### config.mk
export PLATFORM = sky130hd
export DESIGN_NAME = dual_reg_timer
export DESIGN_NICKNAME = d
export VERILOG_FILES = /design/src/rtl/dtmr_pkg.sv /design/src/rtl/dtmr_edge_sync.sv /design/src/rtl/dtmr_count_core.sv /design/src/rtl/dtmr_ctrl_regs.sv /design/src/rtl/dual_reg_timer.sv
export SDC_FILE = /design/constraint.sdc
export NUM_CORES = 1
export LEC_CHECK = 0
export ABC_AREA = 1
export BUFFER_PORTS_ARGS = -buffer_cell sky130_fd_sc_hd__buf_2
export CAP_MARGIN = 5
export CORE_AREA = 4 4 115 117
export CTS_CLUSTER_DIAMETER = 120
export DETAILED_ROUTE_END_ITERATION = 8
export DIE_AREA = 0 0 119 121
export PLACE_DENSITY = 0.54
export SLEW_MARGIN = 20
export SYNTH_ARGS = -nofsm -noshare
export SYNTH_HDL_FRONTEND = slang
export SYNTH_SLANG_ARGS = --single-unit
### constraint.sdc
create_clock -name clk -period 2.5 [get_ports clk]
set_input_delay 0.375 -clock clk [delete_from_list [all_inputs] [get_ports clk]]
set_output_delay 0.375 -clock clk [all_outputs]
set_load 0.02 [all_outputs]
### src/rtl/dtmr_pkg.sv
package dtmr_pkg;
  localparam logic [2:0] MODE_EVT = 3'b000;
  localparam logic [2:0] MODE_PWM = 3'b100;
  localparam logic [2:0] MODE_CAP = 3'b110;

  // control word bit positions
  localparam int CB_EB   = 0;
  localparam int CB_PB   = 1;
  localparam int CB_EA   = 2;
  localparam int CB_PA   = 3;
  localparam int CB_RUN  = 4;
  localparam int CB_MODE = 5;

  typedef struct packed {
    logic reload_a;  // waveform reload from A
    logic reload_b;  // waveform reload from B
    logic evt_uf;    // event-mode underflow
    logic cap_uf;    // capture-mode wrap
    logic cap_a;     // capture into A
    logic cap_b;     // capture into B
  } tmr_events_t;
endpackage

### src/rtl/dtmr_edge_sync.sv
module dtmr_edge_sync #(
  parameter int STAGES = 2
) (
  input  logic clk,
  input  logic rst_n,
  input  logic pin,
  input  logic fall_sel,
  output logic edge_hit
);
  logic [STAGES-1:0] sync_q;
  logic              last_q;
  logic              rise_w;
  logic              fall_w;

  always_ff @(posedge clk or negedge rst_n) begin
    if (!rst_n) begin
      sync_q <= '0;
      last_q <= 1'b0;
    end else begin
      sync_q <= {sync_q[STAGES-2:0], pin};
      last_q <= sync_q[STAGES-1];
    end
  end

  assign rise_w   = sync_q[STAGES-1] & ~last_q;
  assign fall_w   = ~sync_q[STAGES-1] & last_q;
  assign edge_hit = fall_sel ? fall_w : rise_w;

  AST_RISE_SINGLE: assert property (@(posedge clk) disable iff (!rst_n)
    rise_w |=> !rise_w);
  AST_FALL_SINGLE: assert property (@(posedge clk) disable iff (!rst_n)
    fall_w |=> !fall_w);
endmodule

### src/rtl/dtmr_count_core.sv
module dtmr_count_core
  import dtmr_pkg::*;
#(
  parameter int W  = 16,
  parameter int BW = 8
) (
  input  logic                 clk,
  input  logic                 rst_n,
  input  logic [2:0]           mode,
  input  logic                 run,
  input  logic                 tick,
  input  logic                 edge_a,
  input  logic                 edge_b,
  input  logic [W/BW-1:0]      wr_cnt,
  input  logic [W/BW-1:0]      wr_a,
  input  logic [W/BW-1:0]      wr_b,
  input  logic [BW-1:0]        wdata,
  output logic [W-1:0]         cnt,
  output logic [W-1:0]         reg_a,
  output logic [W-1:0]         reg_b,
  output logic                 pwm,
  output tmr_events_t          ev
);
  localparam int NB = W / BW;

  function automatic logic [W-1:0] count_down(input logic [W-1:0] v);
    return v - {{(W-1){1'b0}}, 1'b1};
  endfunction

  function automatic logic [W-1:0] merge_bytes(input logic [W-1:0] old,
                                               input logic [NB-1:0] sel,
                                               input logic [BW-1:0] d);
    logic [W-1:0] r;
    r = old;
    for (int i = 0; i < NB; i++)
      if (sel[i]) r[i*BW +: BW] = d;
    return r;
  endfunction

  logic [W-1:0] cnt_q, cnt_d, ra_q, ra_d, rb_q, rb_d;
  logic         pwm_q, pwm_d;
  logic         is_pwm, is_evt, is_cap, is_idle;
  logic         cnt_wr, at_zero;
  logic         step_pwm, step_evt, step_cap;

  assign is_pwm  = (mode == MODE_PWM);
  assign is_evt  = (mode == MODE_EVT);
  assign is_cap  = (mode == MODE_CAP);
  assign is_idle = !(is_pwm || is_evt || is_cap);
  assign cnt_wr  = |wr_cnt;
  assign at_zero = (cnt_q == '0);

  assign step_pwm = is_pwm & run & tick & !cnt_wr;
  assign step_evt = is_evt & run & edge_a & !cnt_wr;
  assign step_cap = is_cap & tick & !cnt_wr;

  assign ev.reload_a = step_pwm & at_zero & !pwm_q;
  assign ev.reload_b = step_pwm & at_zero & pwm_q;
  assign ev.evt_uf   = step_evt & at_zero;
  assign ev.cap_uf   = step_cap & at_zero;
  assign ev.cap_a    = is_cap & edge_a;
  assign ev.cap_b    = is_cap & edge_b;

  always_comb begin
    cnt_d = cnt_q;
    pwm_d = pwm_q;
    if (cnt_wr) begin
      cnt_d = merge_bytes(cnt_q, wr_cnt, wdata);
    end else if (ev.reload_a || ev.evt_uf) begin
      cnt_d = ra_q;
    end else if (ev.reload_b) begin
      cnt_d = rb_q;
    end else if (step_pwm || step_evt || step_cap) begin
      cnt_d = count_down(cnt_q);
    end
    if (ev.reload_a) pwm_d = 1'b1;
    if (ev.reload_b) pwm_d = 1'b0;
  end

  always_comb begin
    ra_d = ev.cap_a ? cnt_q : merge_bytes(ra_q, wr_a, wdata);
    rb_d = ev.cap_b ? cnt_q : merge_bytes(rb_q, wr_b, wdata);
  end

  always_ff @(posedge clk or negedge rst_n) begin
    if (!rst_n) begin
      cnt_q <= '0;
      ra_q  <= '0;
      rb_q  <= '0;
      pwm_q <= 1'b0;
    end else begin
      cnt_q <= cnt_d;
      ra_q  <= ra_d;
      rb_q  <= rb_d;
      pwm_q <= pwm_d;
    end
  end

  assign cnt   = cnt_q;
  assign reg_a = ra_q;
  assign reg_b = rb_q;
  assign pwm   = pwm_q;

  AST_IDLE_HOLD: assert property (@(posedge clk) disable iff (!rst_n)
    (is_idle && !cnt_wr) |=> (cnt_q == $past(cnt_q)));
  AST_PWM_TOGGLE: assert property (@(posedge clk) disable iff (!rst_n)
    (ev.reload_a || ev.reload_b) |=> (pwm_q != $past(pwm_q)));
  AST_CAPTURE_A: assert property (@(posedge clk) disable iff (!rst_n)
    ev.cap_a |=> (ra_q == $past(cnt_q)));
  AST_CAPTURE_B: assert property (@(posedge clk) disable iff (!rst_n)
    ev.cap_b |=> (rb_q == $past(cnt_q)));
  AST_CAP_WRAP: assert property (@(posedge clk) disable iff (!rst_n)
    ev.cap_uf |=> (cnt_q == '1));
  AST_EVT_RELOAD: assert property (@(posedge clk) disable iff (!rst_n)
    ev.evt_uf |=> (cnt_q == $past(ra_q)));
endmodule

### src/rtl/dtmr_ctrl_regs.sv
module dtmr_ctrl_regs
  import dtmr_pkg::*;
(
  input  logic        clk,
  input  logic        rst_n,
  input  logic        wr_ctrl,
  input  logic        wr_pol,
  input  logic [7:0]  wdata,
  input  tmr_events_t ev,
  output logic [7:0]  ctrl,
  output logic [1:0]  pol,
  output logic [2:0]  mode,
  output logic        run,
  output logic        irq_a,
  output logic        irq_b
);
  logic [7:0] ctrl_q, ctrl_d;
  logic [1:0] pol_q;
  logic       set_a, cap_now, cap_next;
  logic       clr_a, clr_b;

  assign set_a    = ev.reload_a | ev.evt_uf | ev.cap_a;
  assign cap_now  = (ctrl_q[CB_MODE +: 3] == MODE_CAP);
  assign cap_next = (wdata[CB_MODE +: 3] == MODE_CAP);
  assign clr_a    = wr_ctrl & !wdata[CB_PA];
  assign clr_b    = wr_ctrl & !wdata[CB_PB];

  always_comb begin
    ctrl_d = ctrl_q;
    if (wr_ctrl) begin
      ctrl_d[CB_MODE +: 3] = wdata[CB_MODE +: 3];
      ctrl_d[CB_EA]        = wdata[CB_EA];
      ctrl_d[CB_EB]        = wdata[CB_EB];
      ctrl_d[CB_RUN]       = cap_next ? ((ctrl_q[CB_RUN] & wdata[CB_RUN] & cap_now) | ev.cap_uf)
                                      : wdata[CB_RUN];
    end else begin
      ctrl_d[CB_RUN] = ctrl_q[CB_RUN] | ev.cap_uf;
    end
    ctrl_d[CB_PA] = set_a    | (ctrl_q[CB_PA] & !clr_a);
    ctrl_d[CB_PB] = ev.cap_b | (ctrl_q[CB_PB] & !clr_b);
  end

  always_ff @(posedge clk or negedge rst_n) begin
    if (!rst_n) begin
      ctrl_q <= '0;
      pol_q  <= '0;
    end else begin
      ctrl_q <= ctrl_d;
      if (wr_pol) pol_q <= wdata[1:0];
    end
  end

  assign ctrl  = ctrl_q;
  assign pol   = pol_q;
  assign mode  = ctrl_q[CB_MODE +: 3];
  assign run   = ctrl_q[CB_RUN];
  assign irq_a = ctrl_q[CB_EA] & (ctrl_q[CB_PA] | (cap_now & ctrl_q[CB_RUN]));
  assign irq_b = ctrl_q[CB_EB] & ctrl_q[CB_PB];

  AST_PEND_A_STICKY: assert property (@(posedge clk) disable iff (!rst_n)
    $fell(ctrl_q[CB_PA]) |-> $past(wr_ctrl && !wdata[CB_PA]));
  AST_PEND_B_STICKY: assert property (@(posedge clk) disable iff (!rst_n)
    $fell(ctrl_q[CB_PB]) |-> $past(wr_ctrl && !wdata[CB_PB]));
  AST_PEND_A_SET: assert property (@(posedge clk) disable iff (!rst_n)
    set_a |=> ctrl_q[CB_PA]);
  AST_UF_FLAG_SET: assert property (@(posedge clk) disable iff (!rst_n)
    ev.cap_uf |=> ctrl_q[CB_RUN]);
endmodule

### src/rtl/dual_reg_timer.sv
module dual_reg_timer
  import dtmr_pkg::*;
#(
  parameter int W  = 16,
  parameter int BW = 8,
  parameter int AW = 3
) (
  input  logic          clk,
  input  logic          rst_n,
  input  logic          tick,
  input  logic [AW-1:0] reg_addr,
  input  logic          reg_wr,
  input  logic [BW-1:0] reg_wdata,
  output logic [BW-1:0] reg_rdata,
  input  logic          pin_a,
  input  logic          pin_b,
  output logic          pwm_out,
  output logic          irq_a,
  output logic          irq_b
);
  localparam int NB       = W / BW;
  localparam int ADR_CTRL = 0;
  localparam int ADR_CNT  = 1;
  localparam int ADR_A    = ADR_CNT + NB;
  localparam int ADR_B    = ADR_A + NB;
  localparam int ADR_POL  = ADR_B + NB;

  logic [NB-1:0] wr_cnt, wr_a, wr_b;
  logic          wr_ctrl, wr_pol;
  logic [W-1:0]  cnt, ra, rb;
  logic [7:0]    ctrl;
  logic [1:0]    pol;
  logic [2:0]    mode;
  logic          run;
  logic [1:0]    pins, edges;
  tmr_events_t   ev;

  assign wr_ctrl = reg_wr && (reg_addr == AW'(ADR_CTRL));
  assign wr_pol  = reg_wr && (reg_addr == AW'(ADR_POL));

  for (genvar i = 0; i < NB; i++) begin : g_byte_wr
    assign wr_cnt[i] = reg_wr && (reg_addr == AW'(ADR_CNT + i));
    assign wr_a[i]   = reg_wr && (reg_addr == AW'(ADR_A + i));
    assign wr_b[i]   = reg_wr && (reg_addr == AW'(ADR_B + i));
  end

  assign pins = {pin_b, pin_a};
  for (genvar c = 0; c < 2; c++) begin : g_pin
    dtmr_edge_sync #(.STAGES(2)) u_sync (
      .clk(clk), .rst_n(rst_n), .pin(pins[c]), .fall_sel(pol[c]), .edge_hit(edges[c])
    );
  end

  dtmr_ctrl_regs u_ctrl (
    .clk(clk), .rst_n(rst_n), .wr_ctrl(wr_ctrl), .wr_pol(wr_pol),
    .wdata(reg_wdata[7:0]), .ev(ev), .ctrl(ctrl), .pol(pol), .mode(mode),
    .run(run), .irq_a(irq_a), .irq_b(irq_b)
  );

  dtmr_count_core #(.W(W), .BW(BW)) u_core (
    .clk(clk), .rst_n(rst_n), .mode(mode), .run(run), .tick(tick),
    .edge_a(edges[0]), .edge_b(edges[1]), .wr_cnt(wr_cnt), .wr_a(wr_a),
    .wr_b(wr_b), .wdata(reg_wdata), .cnt(cnt), .reg_a(ra), .reg_b(rb),
    .pwm(pwm_out), .ev(ev)
  );

  always_comb begin
    reg_rdata = '0;
    if (reg_addr == AW'(ADR_CTRL)) reg_rdata[7:0] = ctrl;
    if (reg_addr == AW'(ADR_POL))  reg_rdata[1:0] = pol;
    for (int i = 0; i < NB; i++) begin
      if (reg_addr == AW'(ADR_CNT + i)) reg_rdata = cnt[i*BW +: BW];
      if (reg_addr == AW'(ADR_A + i))   reg_rdata = ra[i*BW +: BW];
      if (reg_addr == AW'(ADR_B + i))   reg_rdata = rb[i*BW +: BW];
    end
  end

  AST_IRQ_B_NEEDS_PEND: assert property (@(posedge clk) disable iff (!rst_n)
    irq_b |-> (ctrl[1] && ctrl[0]));
endmodule

### Yosys cells after proc, flatten, opt, wreduce, memory -nomap -nowiden

Cells that the tools add are included.

* bits of input ports: 17
* flip-flop bits (word level): 65
* word-level logic and storage cells: 121

* equal/unequal tests: 12
* reduce and logical (&&, ||, !) cells: 29
* mux-type cells: 26
* bitwise logic cells: 39
* add/subtract/negate cells: 1

Operator list (number)
* two-way mux 8 bit: 13
* two-way mux 16 bit: 6
* AND 1 bit: 28
* == test 3 bit, second input constant: 7
* zero test 16 bit: 1
* subtractor 16 x 1 -> 16 bit, second input constant: 1
* nonzero test 2 bit: 5
* logical AND 1 bit: 8
* bitwise OR 1 bit: 7
* == test 3 x 2 -> 1 bit, second input constant: 2
* zero test 1 bit: 6
* zero test 3 bit: 2
* two-way mux 1 bit: 6
* inequality test 2 x 1 -> 1 bit, second input constant: 2
* inverter 1 bit: 4
* AND reduction 2 bit: 2
* nonzero test 4 bit: 1
* == test 3 x 1 -> 1 bit, second input constant: 1
* logical OR 1 bit: 3
* two-way mux 2 bit: 1
* OR reduction 2 bit: 1

### Longest topological paths before layout

Gate-level depths: netlist of run 1.

* depth in word-level cells: 11
* mapped depth: 14
* gate-level depth less buffers: 13

### By module

A second synthesis of run 1 with hierarchy kept.

* cell total of the unflattened synthesis: 662
* area, all modules: 4624.4 µm²

Modules (own cells, without submodules)
* dtmr_count_core: area each 3370.7 µm², cells an instance 467, instances 1
* dual_reg_timer: area each 585.6 µm², cells an instance 121, instances 1
* dtmr_ctrl_regs: area each 467.9 µm², cells an instance 56, instances 1
* dtmr_edge_sync: area each 100.1 µm², cells an instance 9, instances 2

### Least setup slack after synthesis of run 1

No wires, ideal clock.

* path type: reg2reg
* start: register u_core.cnt_q[0] (netlist: u_core.cnt[0])
* end: register u_core.cnt_q[1] (netlist: u_core.cnt[1])
* period minus slack after synthesis: 1.942 ns
* data arrival time: 1.822 ns
* path slack: 0.558 ns
* cell stages (with the launch flop): 15
* cell sequence: dfrtp_1 > inv_1 > ha_1 > nand3_4 > nor2_2 > nand2_1 > nor2_2 > nand2_2 > nand2_2 > inv_2 > buf_6 > nand2_1 > nand2_1 > nand2_1 > a21oi_2

* longest elaborated chain between the ends: 6

Ends and longest elaborated chain
* from (decl): line dtmr_count_core.sv:40 `logic [W-1:0] cnt_q, cnt_d, ra_q, ra_d, rb_q, rb_d;`
* from (signal assigned): line dtmr_count_core.sv:92 `cnt_q <= cnt_d;`
* parallel branches: the longest is 6 deep, another holds subtractor 16 x 1 -> 16 bit

Several ways; the timed one is not identified. The select of a mux whose other input is x is not followed.
A chain may end at the register's enable or synchronous reset.

### Worst setup path after layout of run 1

* start: register u_core.cnt_q[4] (netlist: u_core.cnt[4])
* end: output port reg_rdata[4]

* longest elaborated chain between the ends: 6

Ends and longest elaborated chain
* two-way mux 8 bit: line dual_reg_timer.sv:72 `if (reg_addr == AW'(ADR_CNT + i)) reg_rdata = cnt[i*BW +: BW];`
* two-way mux 8 bit: line dual_reg_timer.sv:73 `if (reg_addr == AW'(ADR_A + i)) reg_rdata = ra[i*BW +: BW];`
* two-way mux 8 bit: line dual_reg_timer.sv:74 `if (reg_addr == AW'(ADR_B + i)) reg_rdata = rb[i*BW +: BW];`
* two-way mux 8 bit: line dual_reg_timer.sv:72
* two-way mux 8 bit: line dual_reg_timer.sv:73
* two-way mux 8 bit: line dual_reg_timer.sv:74
* to (decl): line dual_reg_timer.sv:14 `output logic [BW-1:0] reg_rdata,`

Every way passes these cells.

==> run summary, run 1 <==
Status: completed
Cells after synthesis: 599
Synthesis-to-layout area growth: 16.1%
CTS sink count: 65
VDD IR-drop max: 0.000440 V
Flops & latches, synth: 65
Largest area contributor in the netlist: dfrtp_1
WL/cell: 19.1 um
Final Critical Period: 2300 ps
CP Data Required Time: 2120 ps
DP Wirelength: 12000 um
Buffers on Ports: 27
Seq/Total Area, Yosys: 38.8%
Synth Flop Type: dfrtp_1
Final ANT Viol Nets: 0
Mean Syn Cell Area: 7.00 um^2
Total core area: 12400 um^2
Reg2reg setup slack: 360 ps
DR vias/cell: 5.29
Crit path launch type: flip-flop
Leakage: 2.47 nW
Root Buffer: clkbuf_16
Initial Util: 33.9%
Share of the synthesized area in the top cell type: 38.8%
Final setup margin: 196 ps
Syn nets: 617
H-tree depth: 3
Netlist cell types: 36
Synth Cell Area: 4200 um^2
Final period util: 92.2%
Hold Path Class: in2async
Detailed Route Iter0 Violations: 408
Fraction of registers with async set/reset: 100%
Net count, final: 657
Fmax: 0.434 GHz
Main area contributors after synthesis: dfrtp_1 39%, nand2_1 19%, o221ai_1 6.9%
Initial antenna violation count: 0
RSZ-0062 raised after global routing: no
Worst-Margin Slew: 646 ps
Setup TNS: 0 ps
Critical path type: reg2out
Die Y: 121 um
RR Startpoint: u_core.cnt[1]$_DFFE_PN0P_
R2r endpoint: u_core.cnt[14]$_DFFE_PN0P_
Io pins: 28
CTS Hold Buffers Added: 0
Commonest non-fill, non-tap cell in the layout: nand2_1
Crit path capture: reg_rdata[4]
Cts bufs inserted: 9
Post-CTS setup buffer count: 0
Max-Cap Viols: 0
Cell Pwr Density: 1040 nW/um^2
Wire length on met3: 998 um
R2R depth: 12
Number of remaining DRC errors: 0
Met2 WL: 7150 um
Max_slew headroom: 56.9%
DR top layer: met4
Worst Path Arrival: 1930 ps
Die area: 14400 um^2
Worst Skew: 3.00 ps
Max FO, Critical Path: 5
Grt ovf: 0
CTS tree: built
Place WS: 309 ps
Via count: 4308
CP startpoint: u_core.cnt[4]$_DFFE_PN0P_
PostCTS Resize Cnt: 0
Routed WL: 15600 um
Number of synthesized flops with an enable pin: 0
Commonest cells after routing, fill and taps aside: 210 x nand2_1, 74 x nor2_1, 65 x dfrtp_1
Clock Latency Late Sink: 340 ps
First-pass GRT wire length: 24400 um
Num rows: 41
Largest net degree at the start of global routing: 42
DIE WIDTH: 119 um
Max-slew violation count: 0
Gr usage total: 22.5%
Final setup vio count: 0
Hold WS: 57.7 ps
Crit end category: primary output
Clk pin slew, worst setup/hold paths: 50 ps
Proportion of layout cells with a drive suffix above 1: 14.3%
Final Hold Viols: 0
Final GP Congestion: 0.981
Synth warn: 0
Antenna diodes: 0
Drt pass-1 iters: 5
Met1 wire length: 6870 um
CTS max path bufs: 2
Number of global-route vias before repair: 4161
-- layout make-up --
| type | instances | area (um^2) |
|---|---|---|
| Fill cell | 1285 | 7490 |
| Multi-Input combinational cell | 449 | 2210 |
| Sequential cell | 65 | 1630 |
| Inverter | 72 | 275 |
| Timing Repair Buffer | 42 | 260 |
| Clock buffer | 10 | 229 |
| Tap cell | 172 | 215 |
| Clock inverter | 5 | 57.6 |
-- where the power goes --
group | switching, W | leakage [nW] | total (W) | internal [W]
registers | 0.000527 | 0.767 | 0.00199 | 0.00146
clock network | 0.000486 | 0.131 | 0.00125 | 0.000764
logic | 0.00117 | 1.57 | 0.00181 | 0.000634
-- critical path: stages, from the launching register on --
cell and delay, ps:
dfrtp_1 410, inv_1 240, nor2_1 80, a221oi_1 210, o21ai_0 200, a21oi_1 170, nand3_1 100, buf_2 170
-- metal layers --
metal	vias to the layer above	global-route usage, %
met1	2043	30.6
met5	-	0
met4	0	11.0
met2	173	34.6
met3	34	3.87
li1	2058	-
-- state kept, by name (all words and copies together) (netlist names) --
signal	flops
u_core.cnt	16
u_core.reg_a	16
u_core.reg_b	16
u_ctrl.ctrl	8
g_pin.u_sync.sync_q	4
g_pin.u_sync.last_q	2
u_ctrl.pol	2
u_core.pwm	1
-- stage by stage --
stage | util [%] | power, W | cells | area, um^2
5_1_grt | 39.4 | 0.00538 | 815 | 4870
4_1_cts | 39.4 | 0.00502 | 815 | 4870
6_report | 39.4 | 0.00504 | 815 | 4870
3_5_place_dp | 37.1 | 0.00376 | 800 | 4590
2_1_floorplan | - | 0.00302 | 599 | 4200
3_3_place_gp | 37.1 | 0.00376 | 800 | 4590
-- cell families after synthesis --
logic type                 share of synthesized area [%]
buffers and inverters                               8.59
xor gates and xnor gates                            1.88
and+or+nand+nor                                     34.7
adders and majority gates                          0.298
DFF                                                 38.8
AOI/OAI and AO/OA                                   15.8
-- worst min-delay path by stage --
stage	slack [ps]	endpoint
5_1_grt	100	g_pin[0].u_sync.sync_q[0]$_DFF_PN0_
3_3_place_gp	330	g_pin[0].u_sync.sync_q[1]$_DFF_PN0_
2_1_floorplan	80	g_pin[0].u_sync.last_q$_DFF_PN0_
6_report	60	g_pin[0].u_sync.sync_q[0]$_DFF_PN0_
3_5_place_dp	330	g_pin[1].u_sync.sync_q[1]$_DFF_PN0_
4_1_cts	70	g_pin[0].u_sync.sync_q[0]$_DFF_PN0_
-- cells in the mapped netlist (2+ instances only) --
| library cell | count |
|---|---|
| a21oi_1 | 21 |
| nor3_2 | 3 |
| nor2_2 | 3 |
| nand3_1 | 37 |
| nand2_2 | 5 |
| inv_4 | 2 |
| o211ai_1 | 2 |
| clkbuf_1 | 5 |
| o21ai_0 | 18 |
| inv_2 | 8 |
| nand3_2 | 2 |
| nor2_1 | 74 |
| inv_1 | 60 |
| a21oi_2 | 9 |
| dfrtp_1 | 65 |
| o221ai_1 | 33 |
| o2111ai_1 | 3 |
| a221oi_1 | 2 |
| buf_2 | 3 |
| o22ai_1 | 4 |
| nor3_1 | 3 |
| buf_4 | 2 |
| nand4_1 | 3 |
| buf_6 | 2 |
| nand2_1 | 210 |
| clkinv_1 | 2 |
| xor2_1 | 9 |
(Power assumes the default switching activity.)
==> run 2, diff against run 1 <==
Settings changed: SETUP_SLACK_MARGIN set to 0.4.
==> run 2 against run 1 <==
- non-clock buffer count grew 16
- first-iteration DRC count shrank 0.98%
- combinational power grew 10%
- sequential share of layout area shrank 1.4 points
- critical endpoint unchanged
- largest cell class unchanged
==> run summary, run 2 (synthesis results as in run 1) <==
Status: completed (unchanged)
Antenna diodes: 0 (unchanged)
Final Hold Viols: 0 (unchanged)
CP Cell Sequence: buf_2, inv_2, nand3_1, inv_2, a221oi_1, o21ai_1, a21oi_1, nand3_1, buf_2 (was inv_1, nor2_1, a221oi_1, o21ai_0, a21oi_1, nand3_1, buf_2)
Filler Cell Count: 1268 (was 1285)
Largest net degree at the start of global routing: 42 (unchanged)
Slowest-stage cell, CP: a221oi_1 (was dfrtp_1)
Final period util: 83.4% (was 92.2%)
Number of remaining DRC errors: 0 (unchanged)
CTS max path bufs: 2 (unchanged)
DR vias/cell: 5.35 (was 5.29)
First-pass GRT wire length: 24500 um (was 24400 um)
Drt pass-1 iters: 5 (unchanged)
Worst Skew: 3.75 ps (was 3.00 ps)
Gr usage total: 22.5% (about the same)
Number of global-route vias before repair: 4166 (was 4161)
Initial Util: 33.9% (unchanged)
Critical path type: in2out (was reg2out)
Clock Latency Late Sink: 340 ps (about the same)
Worst Path Arrival: 1710 ps (was 1930 ps)
Power, Total: 0.00527 W (was 0.00504 W)
Crit path launch type: primary input (was flip-flop)
Root Buffer: clkbuf_16 (unchanged)
Fmax: 0.479 GHz (was 0.434 GHz)
Max-Cap Viols: 0 (unchanged)
Cell Pwr Density: 1030 nW/um^2 (was 1040 nW/um^2)
Detailed Route Iter0 Violations: 404 (was 408)
Net count, final: 673 (was 657)
Final GP Congestion: 0.981 (unchanged)
Synthesis-to-layout area growth: 21.8% (was 16.1%)
DP Wirelength: 12000 um (unchanged)
Final ANT Viol Nets: 0 (unchanged)
Die area: 14400 um^2 (unchanged)
Proportion of layout cells with a drive suffix above 1: 20.5% (was 14.3%)
Num rows: 41 (unchanged)
Total core area: 12400 um^2 (unchanged)
Cts bufs inserted: 9 (unchanged)
Worst-Margin Slew: 644 ps (was 646 ps)
Buffers on Ports: 27 (unchanged)
Largest delay share family, worst path: compound AO/OA/AOI/OAI gates (unchanged)
Die Y: 121 um (unchanged)
WL/cell: 19.0 um (was 19.1 um)
Routed WL: 15800 um (was 15600 um)
H-tree depth: 3 (unchanged)
Setup TNS: 0 ps (unchanged)
Final setup vio count: 0 (unchanged)
RSZ-0062 raised after global routing: yes (was no)
Max FO, Critical Path: 7 (was 5)
Final Critical Period: 2090 ps (was 2300 ps)
Hold WS: 58.7 ps (was 57.7 ps)
Hold Path Class: in2async (unchanged)
Finished Core Util: 41.3% (was 39.4%)
Crit end category: primary output (unchanged)
Commonest cells after routing, fill and taps aside: 209 x nand2_1, 73 x nor2_1, 58 x dfrtp_1 (was 210 x nand2_1, 74 x nor2_1, 65 x dfrtp_1)
Bufs and invs on worst path: 4 (was 2)
CTS sink count: 65 (unchanged)
Initial antenna violation count: 0 (unchanged)
Leakage: 2.55 nW (was 2.47 nW)
Via count: 4443 (was 4308)
CTS tree: built (unchanged)
Max-slew violation count: 0 (unchanged)
Clk pin slew, worst setup/hold paths: 50 ps (about the same)
Commonest non-fill, non-tap cell in the layout: nand2_1 (unchanged)
Io pins: 28 (unchanged)
CP Data Required Time: 2120 ps (about the same)
VDD IR-drop max: 0.000441 V (was 0.000440 V)
Grt ovf: 0 (unchanged)
Max_slew headroom: 57.1% (was 56.9%)
Largest stage delay, worst path: 280 ps (was 410 ps)
DIE WIDTH: 119 um (unchanged)
-- run 2: changes by cell type in the layout (fill, tap and decap cells not counted), moves of 3 or more --
cell     before  now
buf_4        14   28
dfrtp_1      65   58
dfrtp_2       0    7
inv_1        60   51
inv_2         8   12
inv_4         2    7
nand3_1      37   34
nand3_2       2    5
-- run 2: layout make-up --
type | instances | area (um^2) | share of cell area [%]
tap | 172 | 215 | 4.21
clock buffer | 10 | 229 | 4.48
sequential | 65 | 1640 | 32.0
multi-input combinational | 449 | 2280 | 44.7
timing repair buffer | 58 | 402 | 7.86
inverter | 72 | 288 | 5.63
clock inverter | 5 | 57.6 | 1.13
-- run 2: power by group --
| part | internal [W] | switching, W |
|---|---|---|
| Clock | 0.000764 | 0.000485 |
| Sequential | 0.00147 | 0.000548 |
| Combinational | 0.000769 | 0.00123 |
-- run 2: per-layer routing --
metal  GRT usage [%]  part of all wire, %  vias up
met5               0                    0        -
met3            4.06                  7.2       42
met1            30.5                   43     2100
met4            11.6                  4.5        0
met2            34.4                   45      212
li1                -                    -     2089
-- run 2: final timing paths --
| path | from | end | slack, ps | cells after the start |
|---|---|---|---|---|
| min in group clk | pin_b | g_pin[1].u_sync.sync_q[0]$_DFF_PN0_ | 140 | 1 |
| max in group asynchronous | rst_n | u_core.reg_b[7]$_DFFE_PN0P_ | 1800 | 2 |
| max reg2reg | u_core.cnt[3]$_DFFE_PN0P_ | u_core.cnt[4]$_DFFE_PN0P_ | 530 | 12 |
| min reg2reg | g_pin[0].u_sync.sync_q[0]$_DFF_PN0_ | g_pin[0].u_sync.sync_q[1]$_DFF_PN0_ | 340 | 0 |
| min | rst_n | g_pin[0].u_sync.sync_q[0]$_DFF_PN0_ | 60 | 1 |
| max | reg_addr[2] | reg_rdata[4] | 410 | 9 |
-- run 2: per-stage QoR --
stage | std cells | setup slack [ps] | cell area [um^2]
final | 831 | 414 | 5110
after global routing | 831 | 346 | 5110
after CTS | 816 | 374 | 4900
after detailed placement | 800 | 309 | 4590
after global placement | 800 | 331 | 4590
after floorplan | 599 | 558 | 4200
-- run 2: repair_timing --
action / in CTS / in global routing
setup buffers: 1 / 15
setup endpoints to repair: 10 / 25
gates cloned: 0 / 0
pin swaps: 1 / 6
hold buffers: 0 / 0
endpoints found under the hold margin: 0 / 0
resized for setup: 11 / 30
